$ cat config.mk
export PLATFORM = sky130hd
export DESIGN_NAME = lb_xfer_engine
export DESIGN_NICKNAME = d
export VERILOG_FILES = /design/src/rtl/xfer_pkg.sv /design/src/rtl/xfer_umem.sv /design/src/rtl/xfer_fsm.sv /design/src/rtl/lb_xfer_engine.sv
export SDC_FILE = /design/constraint.sdc
export NUM_CORES = 1
export LEC_CHECK = 0
export BUFFER_PORTS_ARGS = -buffer_cell sky130_fd_sc_hd__buf_4
export CORE_MARGIN = 2
export CORE_UTILIZATION = 56
export DETAILED_ROUTE_END_ITERATION = 6
export MAX_ROUTING_LAYER = met4
export PLACE_DENSITY_LB_ADDON = 0.25
export SYNTH_ARGS = -nofsm -noshare
export SYNTH_HDL_FRONTEND = slang
export SYNTH_SLANG_ARGS = --single-unit
$ cat constraint.sdc
create_clock -name clk -period 4.4 [get_ports clk]
set_clock_uncertainty 0.05 [all_clocks]
set_input_delay 0.66 -clock clk [delete_from_list [all_inputs] [get_ports clk]]
set_output_delay 0.66 -clock clk [all_outputs]
set_load 0.02 [all_outputs]
$ cat src/rtl/xfer_pkg.sv
package xfer_pkg;
    typedef enum logic [1:0] {
        ST_IDLE       = 2'd0,
        ST_XFER       = 2'd1,
        ST_DONE       = 2'd2,
        ST_WAIT_CLEAR = 2'd3
    } xfer_state_e;
endpackage

$ cat src/rtl/xfer_umem.sv
module xfer_umem #(
    parameter int DEPTH = 16,
    parameter int DW    = 32,
    localparam int IW   = $clog2(DEPTH)
) (
    input  logic          clk,
    input  logic          sl_we,
    input  logic [IW-1:0] sl_idx,
    input  logic [DW-1:0] sl_wdata,
    output logic [DW-1:0] sl_rdata,
    input  logic          en_we,
    input  logic [IW-1:0] en_idx,
    input  logic [DW-1:0] en_wdata,
    output logic [DW-1:0] en_rdata
);
    logic [DW-1:0] words [DEPTH];

    // One register per word; the engine port wins a same-cycle collision.
    for (genvar g = 0; g < DEPTH; g++) begin : g_word
        always_ff @(posedge clk) begin
            if (en_we && en_idx == IW'(g))
                words[g] <= en_wdata;
            else if (sl_we && sl_idx == IW'(g))
                words[g] <= sl_wdata;
        end
    end

    assign sl_rdata = words[sl_idx];
    assign en_rdata = words[en_idx];
endmodule

$ cat src/rtl/xfer_fsm.sv
module xfer_fsm
    import xfer_pkg::*;
#(
    parameter int DEPTH = 16,
    parameter int AW    = 32,
    parameter int CW    = 8,
    localparam int IW   = $clog2(DEPTH),
    localparam int LW   = $clog2(DEPTH + 1)
) (
    input  logic          clk,
    input  logic          rst_n,
    input  logic          go,
    input  logic          dir_wr,
    input  logic [AW-1:0] base_addr,
    input  logic [CW-1:0] word_cnt,
    input  logic          bus_ack,
    output xfer_state_e   state_o,
    output logic          bus_req,
    output logic          bus_wr,
    output logic [AW-1:0] bus_addr,
    output logic [IW-1:0] mem_idx,
    output logic          mem_we,
    output logic          irq_done
);
    xfer_state_e   state_q, state_d;
    logic          dir_q;
    logic [AW-1:0] addr_q;
    logic [IW-1:0] idx_q;
    logic [LW-1:0] left_q;
    logic [LW-1:0] clamped;

    assign clamped = (word_cnt > CW'(DEPTH)) ? LW'(DEPTH) : LW'(word_cnt);

    // Next-state decision
    always_comb begin
        state_d = state_q;
        unique case (state_q)
            ST_IDLE: begin
                if (go)
                    state_d = (clamped == '0) ? ST_DONE : ST_XFER;
            end
            ST_XFER: begin
                if (bus_ack && left_q == LW'(1))
                    state_d = ST_DONE;
            end
            ST_DONE:       state_d = ST_WAIT_CLEAR;
            ST_WAIT_CLEAR: begin
                if (!go)
                    state_d = ST_IDLE;
            end
            default:       state_d = ST_IDLE;
        endcase
    end

    // State register
    always_ff @(posedge clk) begin
        if (!rst_n)
            state_q <= ST_IDLE;
        else
            state_q <= state_d;
    end

    // Operation registers: latched at start, stepped per acknowledged word
    always_ff @(posedge clk) begin
        if (!rst_n) begin
            dir_q  <= 1'b0;
            addr_q <= '0;
            idx_q  <= '0;
            left_q <= '0;
        end else if (state_q == ST_IDLE && go) begin
            dir_q  <= dir_wr;
            addr_q <= base_addr;
            idx_q  <= '0;
            left_q <= clamped;
        end else if (state_q == ST_XFER && bus_ack) begin
            addr_q <= addr_q + AW'(4);
            idx_q  <= idx_q + IW'(1);
            left_q <= left_q - LW'(1);
        end
    end

    // Outputs
    always_comb begin
        bus_req  = 1'b0;
        bus_wr   = 1'b0;
        mem_we   = 1'b0;
        irq_done = 1'b0;
        unique case (state_q)
            ST_IDLE: ;
            ST_XFER: begin
                bus_req = 1'b1;
                bus_wr  = dir_q;
                mem_we  = bus_ack && !dir_q;
            end
            ST_DONE:       irq_done = 1'b1;
            ST_WAIT_CLEAR: ;
            default: ;
        endcase
    end

    assign bus_addr = addr_q;
    assign mem_idx  = idx_q;
    assign state_o  = state_q;

    // Assertions
    p_start_r2: assert property (@(posedge clk) disable iff (!rst_n)
        (state_q == ST_IDLE && go && word_cnt != '0) |=> state_q == ST_XFER);
    p_req_hold_r4: assert property (@(posedge clk) disable iff (!rst_n)
        (bus_req && !bus_ack) |=> (bus_req && $stable(bus_addr) && $stable(bus_wr)));
    p_addr_step_r4: assert property (@(posedge clk) disable iff (!rst_n)
        (bus_req && bus_ack) |=> (!bus_req || bus_addr == $past(bus_addr) + AW'(4)));
    p_zero_cnt_r5: assert property (@(posedge clk) disable iff (!rst_n)
        (state_q == ST_IDLE && go && word_cnt == '0) |=> (state_q == ST_DONE && !bus_req));
    p_cnt_bound_r6: assert property (@(posedge clk) disable iff (!rst_n)
        (state_q == ST_XFER) |-> (left_q != '0 && left_q <= LW'(DEPTH)));
    p_irq_pulse_r7: assert property (@(posedge clk) disable iff (!rst_n)
        irq_done |=> !irq_done);
    p_done_next_r8: assert property (@(posedge clk) disable iff (!rst_n)
        (state_q == ST_DONE) |=> state_q == ST_WAIT_CLEAR);
    p_rearm_r8: assert property (@(posedge clk) disable iff (!rst_n)
        (state_q == ST_WAIT_CLEAR && go) |=> (state_q == ST_WAIT_CLEAR && !bus_req));
    p_latched_dir_r11: assert property (@(posedge clk) disable iff (!rst_n)
        (bus_req && $past(bus_req)) |-> $stable(bus_wr));
endmodule

$ cat src/rtl/lb_xfer_engine.sv
module lb_xfer_engine
    import xfer_pkg::*;
#(
    parameter int DEPTH = 16,
    parameter int DW    = 32,
    parameter int AW    = 32,
    parameter int CW    = 8,
    localparam int IW   = $clog2(DEPTH)
) (
    input  logic          clk,
    input  logic          rst_n,
    input  logic          go,
    input  logic          dir_wr,
    input  logic [AW-1:0] dst_addr,
    input  logic [CW-1:0] word_cnt,
    input  logic          sl_we,
    input  logic [IW-1:0] sl_idx,
    input  logic [DW-1:0] sl_wdata,
    output logic [DW-1:0] sl_rdata,
    output logic          bus_req,
    output logic          bus_wr,
    output logic [AW-1:0] bus_addr,
    output logic [DW-1:0] bus_wdata,
    input  logic [DW-1:0] bus_rdata,
    input  logic          bus_ack,
    output logic [1:0]    eng_state,
    output logic          irq_done
);
    xfer_state_e   st;
    logic [IW-1:0] m_idx;
    logic          m_we;
    logic          req_i;

    xfer_fsm #(.DEPTH(DEPTH), .AW(AW), .CW(CW)) u_fsm (
        .clk       (clk),
        .rst_n     (rst_n),
        .go        (go),
        .dir_wr    (dir_wr),
        .base_addr (dst_addr),
        .word_cnt  (word_cnt),
        .bus_ack   (bus_ack),
        .state_o   (st),
        .bus_req   (req_i),
        .bus_wr    (bus_wr),
        .bus_addr  (bus_addr),
        .mem_idx   (m_idx),
        .mem_we    (m_we),
        .irq_done  (irq_done)
    );

    xfer_umem #(.DEPTH(DEPTH), .DW(DW)) u_mem (
        .clk      (clk),
        .sl_we    (sl_we),
        .sl_idx   (sl_idx),
        .sl_wdata (sl_wdata),
        .sl_rdata (sl_rdata),
        .en_we    (m_we),
        .en_idx   (m_idx),
        .en_wdata (bus_rdata),
        .en_rdata (bus_wdata)
    );

    assign bus_req   = req_i;
    assign eng_state = st;

    p_reset_r1: assert property (@(posedge clk)
        !rst_n |=> (eng_state == 2'd0 && !bus_req && !irq_done));
endmodule

==> run summary <==
Worst-Margin Slew: 1.062 ns
CTS sink count: 560
Yosys top cell area share: 47.77%
Synth area leader: edfxtp_1
Reg-to-Reg Start: u_fsm.state_o[1]
Post-Synthesis Cells: 1925
warnings from Yosys: 0
cts repair resizes: 0
register bit total from synthesis: 560
width of the die: 243.7 um
status: finished clean
number of buffers created by CTS: 61
hold depth: 3
first-pass GRT wire length: 135200 um
total power: 13.75 mW
crit-path cells: buf_12, mux4_2, mux4_2, buf_4
initial antenna violation count: 5
DR vias/cell: 7.046
global placer's final weighted congestion: 0.8619
Hold Startpoint: dst_addr[31]
Max FO, Critical Path: 31
Max Buffers Root-to-Sink: 3
drt pass-1 iters: 7
Clk pin slew, worst setup/hold paths: 0.06 ns
Tcrit/Tclk final: 86.43%
initial core utilization: 56.86%
crit path launch type: flop
fin cells: 2879
Avg Cell Area, Syn: 16.72 um2
DRT antenna net count: 0
fin crit period: 3.803 ns
worst IR drop on VDD: 0.3385 mV
setup TNS: 0 ns
Crit path arrival time: 3.09 ns
die height: 243.7 um
pwr dens: 374.7 mW/mm2
Worst Path Class, Setup: flop to output pin
Overall Global Routing Usage: 31.91%
max_slew headroom: 28.96%
largest net degree at the start of global routing: 69
DR vias: 20290
Nets: 2191
Min-Delay Endpoint: u_fsm.bus_addr[31]
I/O pin total: 215
# DRC: 0
CP max-delay cell: dfxtp_4
hold buffers post-CTS: 0
worst hold path class: input port to flop
Setup Fix Bufs, Post-CTS: 0
half-perimeter wire length after placement: 55490 um
cell leakage power: 12.05 nW
Synth area leaders: edfxtp_1 (48%), mux4_2 (22%), mux2_2 (17%)
Post-synth EDFFs: 512
Layout area overhead: 13.97%
RSZ-0062 raised after global routing: no
worst path bufs/invs: 2
layout cell share with drive strength beyond 1: 57.37%
Async SR Flop Fraction: 0%
First DRT Iteration DRCs: 2514
highest clock rate: 263.0 MHz
syn nets: 2051
WL/cell: 31.82 um
R2R depth: 7
Max H-tree Level: 2
Worst EP required: 3.69 ns
sequential-to-total area share from yosys stat: 50.75%
Buffers on Ports: 214
Placeable Area: 0.05660 mm2
fin. max-slew vios: 0
final core occ: 64.81%
Worst setup EP type: output pin
number of global-route vias before repair: 20530
CTS Root Cell: clkbuf_16
Max stage delay on crit path: 0.74 ns
drt total wl: 91620 um
worst hold slack: 0.2157 ns
Site Rows: 87
R2R Setup Slk: 1.33 ns
clk_lat worst skew: 0.63 ns
synthesized area: 0.03219 mm2
most frequent CP cell: mux4_2
Placed Cells: 2758
die area: 0.05941 mm2
Reg2Reg Capture Point: u_mem.words[5][7]
CP delay by family, top: multiplexers
Final Hold Viols: 0
TritonCTS clock tree: done
Post-synth top flop: edfxtp_1
endpoints failing setup: 0
post-synth cell types: 49
total grt overflow: 0
Max Cap Viol: 0
-- flip-flops by register name (all words and copies together) (netlist names), named ones only --
name / flops
u_fsm.bus_addr: 32
u_fsm.dir_q: 1
u_fsm.left_q: 5
u_fsm.mem_idx: 4
u_fsm.state_o: 2
u_mem.words: 512
-- worst min-delay path: cells and delay by family --
kind	cells	cell delay, ns
buffers and inverters	1	0.08
and+or+nand+nor	1	0.07
AOI/OAI and AO/OA	1	0.06
-- cells in the final DEF, fill, tap and decap left out, types with 6 or more instances in the layout --
cell       synthesis  final
edfxtp_1         512    512
mux2_2           484    484
mux4_2           320    320
buf_4              2    261
clkbuf_16          0     62
nand2_1           61     48
dfxtp_1           48     44
mux2_1            28     28
nor2_1            26     26
o21ai_0           32     26
nand3_1           30     21
clkinv_1           1     21
buf_12             0     21
nand4_1           17     17
clkinv_2           0     15
a211oi_1          14     14
nand2_2            0     13
a21oi_1           12     12
and4_1            12     12
ha_1              12     12
nor3_1            11     11
a31oi_1           11     11
clkbuf_1         112     11
xor2_1            10     10
nand3_2            0      9
inv_1              8      8
o21ai_4            0      6
xnor2_1            6      6
nor4_1             6      6
or3_1              6      6
-- layer usage --
layer	up-vias	GRT usage [%]	part of all wire (%)
li1	8262	-	-
met1	10590	42.60	38
met4	0	10.20	3.5
met5	-	-	0
met2	1219	49.75	48
met3	214	6.400	9.8
-- per-stage QoR --
stage / cell area [um2] / setup WS, ns
after floorplan: 32190 / 0.03924
after global placement: 34780 / 0.6899
after detailed placement: 34780 / 0.6234
after CTS: 36670 / 0.5360
after global routing: 36690 / 0.4626
final: 36690 / 0.5972
-- final cells by class --
type / count / area (um2)
diodes: 5 / 12.51
repair buffers: 284 / 2406
clock inverters: 43 / 300.3
well taps: 756 / 945.9
inverters: 9 / 33.78
multi-input cells: 1149 / 15050
clock buffers: 73 / 1593
flip-flops and latches: 560 / 16350
fillers: 4010 / 19920
-- synthesized netlist by cell type (8+ instances only) --
master and number:
nand2_1 61, buf_2 72, mux4_2 320, xor2_1 10, o21ai_0 32, mux2_1 28
inv_1 8, mux2_2 484, nand3_1 30, buf_6 8, dfxtp_1 48, a211oi_1 14
nor3_1 11, and4_1 12, edfxtp_1 512, nand4_1 17, a31oi_1 11, a21oi_1 12
nor2_1 26, ha_1 12, clkbuf_1 112, buf_1 13
-- power breakdown --
group          internal, mW  switching, mW
registers              6.07          0.220
clock network          2.75           2.19
logic                  1.22           1.29
total                  10.0           3.70
-- cell families after synthesis --
group           share of synthesized area, %
mux                                    40.33
simple gates                           3.308
flops                                  50.75
buf+inv                                3.009
xor+xnor                              0.4354
compound gates                         1.695
fa+ha+maj                             0.4665
-- how the worst max path moves through the flow --
stage | cells after the start | slack, ns | startpoint | endpoint
after floorplan | 5 | 0.04 | sl_idx[1] | u_mem.words[15][0]
after global routing | 4 | 0.46 | flop | bus_wdata[31]
after global placement | 7 | 0.69 | sl_idx[0] | u_mem.words[1][17]
final | 4 | 0.60 | flop | bus_wdata[18]
after detailed placement | 7 | 0.62 | sl_idx[0] | u_mem.words[1][15]
after CTS | 4 | 0.54 | flop | bus_wdata[10]
Power figures use the tool's default switching activity.
